**src/rtl/ssi_pkg.sv**
```systemverilog
package ssi_pkg;
  typedef enum logic [1:0] {
    ST_IDLE = 2'd0,
    ST_LOW  = 2'd1,
    ST_HIGH = 2'd2,
    ST_MONO = 2'd3
  } ssi_state_e;
endpackage

```
**src/rtl/ssi_seq.sv**
```systemverilog
module ssi_seq
  import ssi_pkg::*;
#(
  parameter int DW    = 32,
  parameter int LW    = 6,
  parameter int DIVW  = 8,
  parameter int MONOW = 16
) (
  input  logic             clk,
  input  logic             rst_n,
  input  logic             start,
  input  logic [LW-1:0]    word_len,
  input  logic [DIVW-1:0]  clk_div,
  input  logic [MONOW-1:0] mono_time,
  input  logic             sdata_i,
  output logic             sclk_o,
  output logic             busy,
  output logic [DW-1:0]    word,
  output logic             push,
  output logic             err_hit
);
  localparam int CW = (DIVW > MONOW) ? DIVW : MONOW;

  ssi_state_e    state_q, state_d;
  logic [CW-1:0] cnt_q, cnt_d;
  logic [LW-1:0] bits_q, bits_d;
  logic          first_q, first_d;
  logic          err_q, err_d;
  logic          sclk_q, sclk_d;
  logic [DW-1:0] shift_q, shift_d;
  logic [CW-1:0] div_m1, mono_m1;

  assign div_m1  = CW'(clk_div) - CW'(1);
  assign mono_m1 = CW'(mono_time) - CW'(1);

  always_comb begin
    state_d = state_q;
    cnt_d   = cnt_q;
    bits_d  = bits_q;
    first_d = first_q;
    err_d   = err_q;
    shift_d = shift_q;
    push    = 1'b0;
    err_hit = 1'b0;
    unique case (state_q)
      ST_IDLE: begin
        if (start) begin
          state_d = ST_LOW;
          cnt_d   = div_m1;
          bits_d  = word_len;
          first_d = 1'b1;
          err_d   = 1'b0;
          shift_d = '0;
        end
      end
      ST_LOW: begin
        err_hit = first_q && !sdata_i;
        if (err_hit) err_d = 1'b1;
        if (cnt_q == '0) begin
          state_d = ST_HIGH;
          cnt_d   = div_m1;
        end else begin
          cnt_d = cnt_q - CW'(1);
        end
      end
      ST_HIGH: begin
        if (cnt_q == '0) begin
          shift_d = {shift_q[DW-2:0], sdata_i};
          first_d = 1'b0;
          bits_d  = bits_q - LW'(1);
          if (bits_q == LW'(1)) begin
            state_d = ST_MONO;
            cnt_d   = mono_m1;
          end else begin
            state_d = ST_LOW;
            cnt_d   = div_m1;
          end
        end else begin
          cnt_d = cnt_q - CW'(1);
        end
      end
      ST_MONO: begin
        err_hit = sdata_i;
        if (err_hit) err_d = 1'b1;
        if (cnt_q == '0) begin
          state_d = ST_IDLE;
          push    = !(err_q || sdata_i);
        end else begin
          cnt_d = cnt_q - CW'(1);
        end
      end
      default: state_d = ST_IDLE;
    endcase
    sclk_d = (state_d != ST_LOW);
  end

  always_ff @(posedge clk or negedge rst_n) begin
    if (!rst_n) begin
      state_q <= ST_IDLE;
      cnt_q   <= '0;
      bits_q  <= '0;
      first_q <= 1'b0;
      err_q   <= 1'b0;
      sclk_q  <= 1'b1;
      shift_q <= '0;
    end else begin
      state_q <= state_d;
      cnt_q   <= cnt_d;
      bits_q  <= bits_d;
      first_q <= first_d;
      err_q   <= err_d;
      sclk_q  <= sclk_d;
      shift_q <= shift_d;
    end
  end

  assign sclk_o = sclk_q;
  assign busy   = (state_q != ST_IDLE);
  assign word   = shift_q;


  start_ignored_chk: assert property (@(posedge clk) disable iff (!rst_n)
    (state_q == ST_MONO && cnt_q != '0 && start) |=> (state_q == ST_MONO));


  push_clean_chk: assert property (@(posedge clk) disable iff (!rst_n)
    (push |-> !err_q));
endmodule

```
**src/rtl/ssi_fifo.sv**
```systemverilog
module ssi_fifo #(
  parameter int DW    = 32,
  parameter int DEPTH = 8
) (
  input  logic          clk,
  input  logic          rst_n,
  input  logic          wr,
  input  logic [DW-1:0] wdata,
  input  logic          rd,
  output logic [DW-1:0] rdata,
  output logic          empty,
  output logic          full,
  output logic          half
);
  localparam int AW = (DEPTH > 1) ? $clog2(DEPTH) : 1;
  localparam int NW = AW + 1;

  logic [DW-1:0] mem [DEPTH];
  logic [AW-1:0] wp_q, wp_d, rp_q, rp_d;
  logic [NW-1:0] cnt_q, cnt_d;
  logic          wr_ok, rd_ok;

  assign empty = (cnt_q == '0);
  assign full  = (cnt_q == NW'(DEPTH));
  assign half  = (cnt_q > NW'(DEPTH / 2));
  assign wr_ok = wr && !full;
  assign rd_ok = rd && !empty;

  always_comb begin
    wp_d  = wp_q;
    rp_d  = rp_q;
    cnt_d = cnt_q;
    if (wr_ok) wp_d = (wp_q == AW'(DEPTH - 1)) ? '0 : wp_q + AW'(1);
    if (rd_ok) rp_d = (rp_q == AW'(DEPTH - 1)) ? '0 : rp_q + AW'(1);
    if (wr_ok && !rd_ok) cnt_d = cnt_q + NW'(1);
    else if (rd_ok && !wr_ok) cnt_d = cnt_q - NW'(1);
  end

  always_ff @(posedge clk or negedge rst_n) begin
    if (!rst_n) begin
      wp_q  <= '0;
      rp_q  <= '0;
      cnt_q <= '0;
    end else begin
      wp_q  <= wp_d;
      rp_q  <= rp_d;
      cnt_q <= cnt_d;
    end
  end

  always_ff @(posedge clk) begin
    if (wr_ok) mem[wp_q] <= wdata;
  end

  assign rdata = mem[rp_q];


  full_drop_chk: assert property (@(posedge clk) disable iff (!rst_n)
    (wr && full && !rd) |=> full);


  empty_read_chk: assert property (@(posedge clk) disable iff (!rst_n)
    (rd && empty && !wr) |=> empty);
endmodule

```
**src/rtl/ssi_master_rx.sv**
```systemverilog
module ssi_master_rx #(
  parameter int DW         = 32,
  parameter int LW         = 6,
  parameter int DIVW       = 8,
  parameter int MONOW      = 16,
  parameter int FIFO_DEPTH = 8
) (
  input  logic             clk,
  input  logic             rst_n,
  input  logic             start,
  input  logic [LW-1:0]    word_len,
  input  logic [DIVW-1:0]  clk_div,
  input  logic [MONOW-1:0] mono_time,
  input  logic             err_clr,
  output logic             sclk_o,
  input  logic             sdata_i,
  input  logic             rd_en,
  output logic [DW-1:0]    rd_data,
  output logic             busy,
  output logic             rx_err,
  output logic             ovf,
  output logic             fifo_empty,
  output logic             fifo_half
);
  logic          rst_meta_q, rst_sync_q;
  logic          push, err_hit, fifo_full;
  logic [DW-1:0] word;
  logic          rx_err_d, ovf_d;

  always_ff @(posedge clk or negedge rst_n) begin
    if (!rst_n) begin
      rst_meta_q <= 1'b0;
      rst_sync_q <= 1'b0;
    end else begin
      rst_meta_q <= 1'b1;
      rst_sync_q <= rst_meta_q;
    end
  end

  ssi_seq #(.DW(DW), .LW(LW), .DIVW(DIVW), .MONOW(MONOW)) u_seq (
    .clk       (clk),
    .rst_n     (rst_sync_q),
    .start     (start),
    .word_len  (word_len),
    .clk_div   (clk_div),
    .mono_time (mono_time),
    .sdata_i   (sdata_i),
    .sclk_o    (sclk_o),
    .busy      (busy),
    .word      (word),
    .push      (push),
    .err_hit   (err_hit)
  );

  ssi_fifo #(.DW(DW), .DEPTH(FIFO_DEPTH)) u_fifo (
    .clk   (clk),
    .rst_n (rst_sync_q),
    .wr    (push),
    .wdata (word),
    .rd    (rd_en),
    .rdata (rd_data),
    .empty (fifo_empty),
    .full  (fifo_full),
    .half  (fifo_half)
  );

  always_comb begin
    rx_err_d = rx_err;
    ovf_d    = ovf;
    if (err_clr) begin
      rx_err_d = 1'b0;
      ovf_d    = 1'b0;
    end
    if (err_hit) rx_err_d = 1'b1;
    if (push && fifo_full) ovf_d = 1'b1;
  end

  always_ff @(posedge clk or negedge rst_sync_q) begin
    if (!rst_sync_q) begin
      rx_err <= 1'b0;
      ovf    <= 1'b0;
    end else begin
      rx_err <= rx_err_d;
      ovf    <= ovf_d;
    end
  end


  idle_high_chk: assert property (@(posedge clk) disable iff (!rst_sync_q)
    (!busy |-> sclk_o));


  err_set_chk: assert property (@(posedge clk) disable iff (!rst_sync_q)
    (err_hit |=> rx_err));


  err_hold_chk: assert property (@(posedge clk) disable iff (!rst_sync_q)
    (rx_err && !err_clr) |=> rx_err);


  push_end_chk: assert property (@(posedge clk) disable iff (!rst_sync_q)
    (push |=> !busy));
endmodule

```
**config.mk**
```make
export PLATFORM = sky130hd
export DESIGN_NAME = ssi_master_rx
export DESIGN_NICKNAME = d
export VERILOG_FILES = /design/src/rtl/ssi_pkg.sv /design/src/rtl/ssi_seq.sv /design/src/rtl/ssi_fifo.sv /design/src/rtl/ssi_master_rx.sv
export SDC_FILE = /design/constraint.sdc
export NUM_CORES = 1
export LEC_CHECK = 0
export BUFFER_PORTS_ARGS = -buffer_cell sky130_fd_sc_hd__buf_2
export CAP_MARGIN = 20
export CORE_MARGIN = 2
export CORE_UTILIZATION = 52
export CTS_CLUSTER_DIAMETER = 50
export DETAILED_ROUTE_END_ITERATION = 16
export PLACE_DENSITY = 0.69
export SYNTH_ARGS = -nofsm -noshare
export SYNTH_HDL_FRONTEND = slang
export SYNTH_HIERARCHICAL = 1
export SYNTH_SLANG_ARGS = --single-unit
```
**constraint.sdc**
```tcl
create_clock -name clk -period 2.7 [get_ports clk]
set_clock_uncertainty 0.05 [all_clocks]
set_input_delay 0.27 -clock clk [delete_from_list [all_inputs] [get_ports clk]]
set_output_delay 0.27 -clock clk [all_outputs]
set_load 0.005 [all_outputs]
```
=== Yosys cells after proc, flatten, opt, wreduce, memory -nomap -nowiden ===
Memory sizes are Yosys's and may differ from the RTL's.
Index checks and enable logic that the tools add are counted.

* Divide/modulo/power cells: 0
* Equal/unequal tests: 13
* Reduce and logical (&&, ||, !) cells: 25
* Bitwise gates (word level): 0
* Add/sub/neg operators: 8
* $lt $le $gt $ge: 1
* Mux-type cells: 37
* $mul: 0
* Shifts and indexed selects: 0

{| class="wikitable"
|+ Operator list
! kind !! number
|-
| $mux 16 || 5
|-
| $mux 32 || 2
|-
| $pmux 16 s4 || 1
|-
| $pmux 32 s2 || 1
|-
| $sub 16x1->16 const B || 2
|-
| $logic_not 16->1 || 1
|-
| $mux 1 || 12
|-
| $mux 6 || 2
|-
| $pmux 6 s2 || 1
|-
| $mux 2 || 5
|-
| $reduce_bool 2->1 || 5
|-
| $sub 8x1->9 const B || 1
|-
| $mux 4 || 2
|-
| $pmux 2 s4 || 1
|-
| $add 3x1->3 const B || 2
|-
| $eq 3x3->1 const B || 2
|-
| $eq 6x1->1 const B || 1
|-
| $logic_and 1x1->1 || 6
|-
| $logic_not 1->1 || 6
|-
| $mux 3 || 2
|-
| $ne 2x1->1 const B || 3
|-
| $ne 2x2->1 const B || 3
|-
| $sub 6x1->6 const B || 1
|-
| $add 4x1->4 const B || 1
|-
| other kinds (14) || 16
|}

* Input port bits: 36
* Bits in latches: 0
* Output and inout bits: 38
* Register bits after elaboration: 73
* Memories: 1
* Word-level logic and storage cells: 99
* Memory bits (writable): 256
* Memory bits (read-only): 0

{| class="wikitable"
|+ Memories
! memory !! words !! width !! rd ports !! clocked after Yosys merged registers in !! wr ports !! line !! source
|-
| u_fifo.mem || 8 || 32 || 1 || 0 || 1 || ssi_fifo.sv:18 || <nowiki>logic [DW-1:0] mem [DEPTH];</nowiki>
|}

=== Depth between registers and ports, before layout ===
* Word-level depth: 9
* Depth in mapped cells: 13
* Depth with buffers taken out: 13

=== Modules after synthesis ===
Netlist, hierarchy kept.

{| class="wikitable"
|+ Modules (own cells, without submodules)
! module !! area an instance (um^2) !! cells each !! instances
|-
| ssi_fifo || 10,284.9 || 437 || 1
|-
| ssi_seq || 3,794.9 || 425 || 1
|-
| ssi_master_rx || 125.1 || 8 || 1
|}

=== Worst setup path after synthesis ===
Ideal clock, no wire load.

* Kind: register to register
* Start: register u_seq.cnt_q[0]
* End: memory u_fifo.mem[0][0] (enable)
* Arrival time: 4.880 ns
* Stages on the path, launching flop included: 8
* Path slack: -2.731 ns
* Path buffers: 0
* Clock period less this slack: 5.431 ns
* Cell sequence: dfrtp_1 -> inv_1 -> ha_1 -> nor4b_2 -> nand4_1 -> nor4b_1 -> nand2_2 -> nor4_1

* Cells in the longest elaborated chain, start to end: 6

{| class="wikitable"
|+ RTL lines
! item !! line !! source
|-
| start: declaration || ssi_seq.sv:25 || <nowiki>logic [CW-1:0] cnt_q, cnt_d;</nowiki>
|-
| start signal: assignment || ssi_seq.sv:108 || <nowiki>cnt_q <= cnt_d;</nowiki>
|-
| $logic_not 16->1 || ssi_seq.sv:85 || <nowiki>if (cnt_q == '0) begin</nowiki>
|-
| $mux 1 || ssi_seq.sv:85 ||
|-
| $mux 1 || ssi_seq.sv:45 || <nowiki>unique case (state_q)</nowiki>
|-
| via push || ssi_master_rx.sv:26 || <nowiki>logic push, err_hit, fifo_full;</nowiki>
|-
| $logic_and 1x1->1 || ssi_fifo.sv:26 || <nowiki>assign wr_ok = wr && !full;</nowiki>
|-
| $mux 1 || ssi_fifo.sv:52 || <nowiki>if (wr_ok) mem[wp_q] <= wdata;</nowiki>
|-
| $mux 1 (not written as such) || ssi_fifo.sv:52 ||
|-
| end: declaration || ssi_fifo.sv:18 ||
|}

The timed path passes the listed nets, and every way through them passes these cells.

=== Final worst setup path ===
* Start: register u_seq.cnt_q[0]
* End: register u_fifo.cnt_q[1]

* Elaborated cells on any way between the ends: 9
* Classes of those cells: mux: 3; reduce/logical: 6

{| class="wikitable"
|+ RTL lines
! item !! line !! source
|-
| $logic_not 16->1 || ssi_seq.sv:85 ||
|-
| $mux 1 || ssi_seq.sv:85 ||
|-
| $mux 1 || ssi_seq.sv:45 ||
|-
| via push || ssi_master_rx.sv:26 ||
|-
| $logic_and 1x1->1 || ssi_fifo.sv:26 ||
|-
| via u_fifo.wr_ok || ssi_fifo.sv:21 || <nowiki>logic wr_ok, rd_ok;</nowiki>
|-
| $logic_and 1x1->1 || ssi_fifo.sv:35 || <nowiki>if (wr_ok && !rd_ok) cnt_d = cnt_q + NW'(1);</nowiki>
|-
| $mux 4 || ssi_fifo.sv:35 ||
|-
| via u_fifo.cnt_d[1] || ssi_fifo.sv:20 || <nowiki>logic [NW-1:0] cnt_q, cnt_d;</nowiki>
|-
| end signal: assignment || ssi_fifo.sv:47 || <nowiki>cnt_q <= cnt_d;</nowiki>
|-
| end: declaration || ssi_fifo.sv:20 ||
|}

The timed path passes the listed nets, and every way through them passes these cells.
A chain may end at the register's enable or synchronous reset.

==> summary.txt <==
Setup path
  • Critical path launch point type: register
  • Critical path's largest stage delay: 0.40 ns
  • Worst-path maximum fanout: 4
  • Crit. End Element: register
  • Setup Crit Path Kind: reg -> reg
  • Slowest-stage cell, CP: fa_2
  • Worst path cell trace: inv_2, ha_4, nor4b_4, nand4_1, nor4b_4, nand2_2, inv_2, ha_4, inv_4, buf_4, buf_6, fa_2, mux2_4
  • WP data arrival: 3.18 ns
  • CP Data Required Time: between 3 and 4 ns

Power and ir drop
  • Net Sw Frac: 19.0%
  • Power Internal: 7860 µW
  • Power per cell area: 570 mW/mm²
  • Max VDD drop: 480 µV
  • Sequential Power Share: 55.9%
  • Gate power share: 1.5%
  • Lkg Pwr: a little under 0.007 µW
  • NetSw: 1840 µW
  • Clk pwr share: 42.6%
  • Tot Pwr: around 9700 µW

STA
  • Max Clock Freq: 0.357 GHz
  • Endpoints failing setup: 2
  • Max-slew violation count: 0
  • Setup TNS Final: -0.183 ns
  • Slew HR: 58.0%
  • RSZ-0062 raised after global routing: true
  • Tcrit/Tclk final: 104%
  • Post-route setup slack: -0.104 ns
  • Minimum clock period after layout: 2.80 ns
  • Worst-Margin Slew: 0.631 ns
  • Final hold vios: 0
  • Hold Slack: 0.0363 ns

Global routing
  • Vias in the first global route: ~8500
  • Initial antenna violation count: 0
  • First-pass GRT wire length: 46000 µm
  • Total grt overflow: 0
  • GR Util All Layers: 20.6%
  • Largest net degree at the start of global routing: 49

Outcome
  • Failing checks: negative setup slack
  • Status: finished, violations left

Cells and area
  • Synthesis-to-finish area growth: 19.8%
  • Share of layout cells above drive strength 1: 33.7%
  • Antenna Diode Count: 0
  • Layout net count: around 1100
  • Layout Utilization: 63.3%
  • Commonest cells after routing, fill and taps aside: 256 x edfxtp_1, 73 x buf_2, 70 x buf_4, 69 x dfrtp_1, 64 x mux4_2
  • Fill cells: around 1900
  • Commonest non-fill, non-tap cell in the layout: edfxtp_1

Synthesis
  • Seq/Total Area, Yosys: 67.0%
  • Post-Synth Simple-Gate Area: between 7 and 8%
  • Post-synth EDFFs: approximately 260
  • Synth Warn #: 6
  • Yosys reg bits: 329
  • Async SR Flop Fraction: 22.2%
  • Distinct cell type count after synthesis: 81
  • Synth Instances: 870
  • Mapped cell area: 0.0142 mm²
  • Syn nets: 920
  • Ys flop type: edfxtp_1
  • Post-Synth XOR/XNOR Area: about 1.3%
  • Compound-cell area share of the yosys netlist: under 10%
  • Post-synthesis mux area share: between 10% and 20%
  • Syn Area/Cell: 16.3 µm²
  • Adder-cell share of the synthesized area: 1.29%
  • Largest family of logic cells by synthesized area: multiplexers

CTS
  • Clk sinks: 329
  • CTS Buffer Depth: 3
  • CTS tree: built
  • Clock H-tree levels: 1
  • Clock Latency Late Sink: 0.54 ns
  • Clk slew on worst S/H paths: 0.06 ns
  • CTS Buf Count: 31
  • CTS root buffer: clkbuf_16

Floorplanning
  • Chip Width: ~170 µm
  • Core area: 0.0269 mm²
  • I/O Pins: 74
  • FP Rows: 60
  • Die ar.: 0.0287 mm²
  • Initial Util: 52.9%
  • Die height: about 170 µm

Route
  • Routed vias/inst: 5.97
  • WL per Instance: around 21 µm
  • Routed Antenna Nets: 0
  • DR vias: 8352
  • Post-Route WL: 29200 µm
  • Detailed Routing Iterations Pass 1: 5
  • DRC errors left: 0
  • 1st-iter DRT viols: 648

Hold path
  • Hold crit path type: in -> reg

Place
  • Gpl congestion: 0.936
  • Port bufs: 73
  • Dpl hpwl: around 18000 µm

Job
  • Max Cap Violations: 0
## Yosys cell counts, types with 13 or more instances
cell type | number | share of area (%)
edfxtp_1 | 256 | 54
clkbuf_1 | 23 | 0.61
a21oi_1 | 23 | 0.81
mux4_2 | 64 | 10
dfrtp_1 | 72 | 13
o21ai_0 | 28 | 0.99
nand3_1 | 16 | 0.56
inv_1 | 16 | 0.42
mux2_2 | 35 | 2.8
nor2_1 | 42 | 1.1
nor3_1 | 19 | 0.67
ha_1 | 13 | 1.1
nand2_1 | 41 | 1.1
a22o_1 | 35 | 2.2
## metal layers
metal	vias to the layer above	GRT usage (%)	part of all wire, %
met5	-	0	0
met4	0	6.09	2.6
met3	57	2.45	5.1
met2	299	35.6	49
met1	4185	27.9	43
li1	3811	-	-
## power by group through the flow
stage               Combinational (µW)  Clock (µW)  Sequential, µW
floorplan                         56.6           0            5520
global placement                   132           0            5520
detailed placement                 134           0            5520
CTS                                144        4220            5420
global route                       160        4420            5420
finish                             144        4140            5420
## cells by family after synthesis
family | Yosys count
buf+inv | 62
simple gates | 188
flops | 329
mux | 106
xor+xnor | 21
compound gates | 149
other cells | 1
fa+ha+maj | 14
## final cells by class
class | instances | area [µm²] | share of cell area (%)
repair buffers | 177 | 1440 | 8.45
clock buffers | 48 | 900 | 5.28
multi-input cells | 479 | 4590 | 27.0
inverters | 16 | 62.6 | 0.367
flip-flops and latches | 329 | 9520 | 55.9
well taps | 341 | 427 | 2.51
clock inverters | 9 | 82.6 | 0.485
## repair_timing
action / CTS / global route
endpoints found under the setup margin: 3 / 241
cloned: 0 / 4
hold endpoints to repair: 8 / 0
hold buffers: 8 / 0
pin swaps: 5 / 7
resized for setup: 9 / 28
buffers inserted: 12 / 9
## flip-flops by register name (all words and copies together) (netlist names)
| signal | flops |
|---|---|
| ovf | 1 |
| rst_meta_q | 1 |
| rst_sync_q | 1 |
| rx_err | 1 |
| u_fifo/cnt_q | 4 |
| u_fifo/mem | 256 |
| u_fifo/rp_q | 3 |
| u_fifo/wp_q | 3 |
| u_seq/bits_q | 6 |
| u_seq/cnt_q | 16 |
| u_seq/err_q | 1 |
| u_seq/first_q | 1 |
| u_seq/sclk_o | 1 |
| u_seq/state_q | 2 |
| u_seq/word | 32 |
## final timing paths
path | start | cells after the start | slack [ns] | endpoint
hold reg to reg | rst_sync_q | 0 | 0.30 | u_seq/bits_q[3]
setup reg to reg | u_seq/cnt_q[0] | 13 | -0.10 | u_fifo/cnt_q[1]
min in group asynchronous | rst_sync_q | 0 | 0.30 | u_seq/bits_q[3]
setup / recovery | u_seq/cnt_q[0] | 13 | -0.10 | u_fifo/cnt_q[1]
max in group asynchronous | rst_sync_q | 1 | 1.70 | ovf
hold / removal | mono_time[15] | 4 | 0.04 | u_seq/cnt_q[15]
## stage by stage
step	instance area, µm²	setup WS, ns	instances
2_1_floorplan	14300	-0.541	870
3_3_place_gp	15600	-0.162	1313
3_5_place_dp	15600	-0.229	1313
4_1_cts	16800	-0.0810	1390
5_1_grt	17000	-0.253	1399
6_report	17000	-0.104	1399
## critical path, delay by kind of cell (launching register included)
| kind | cells | cell delay, ns |
|---|---|---|
| adder cells (fa/ha/maj) | 3 | 0.68 |
| buffers and inverters | 5 | 0.45 |
| multiplexers | 1 | 0.27 |
| flip-flops | 1 | 0.39 |
| AND/OR/NAND/NOR | 4 | 0.85 |
Note: power is estimated with default switching activity, not from simulation.
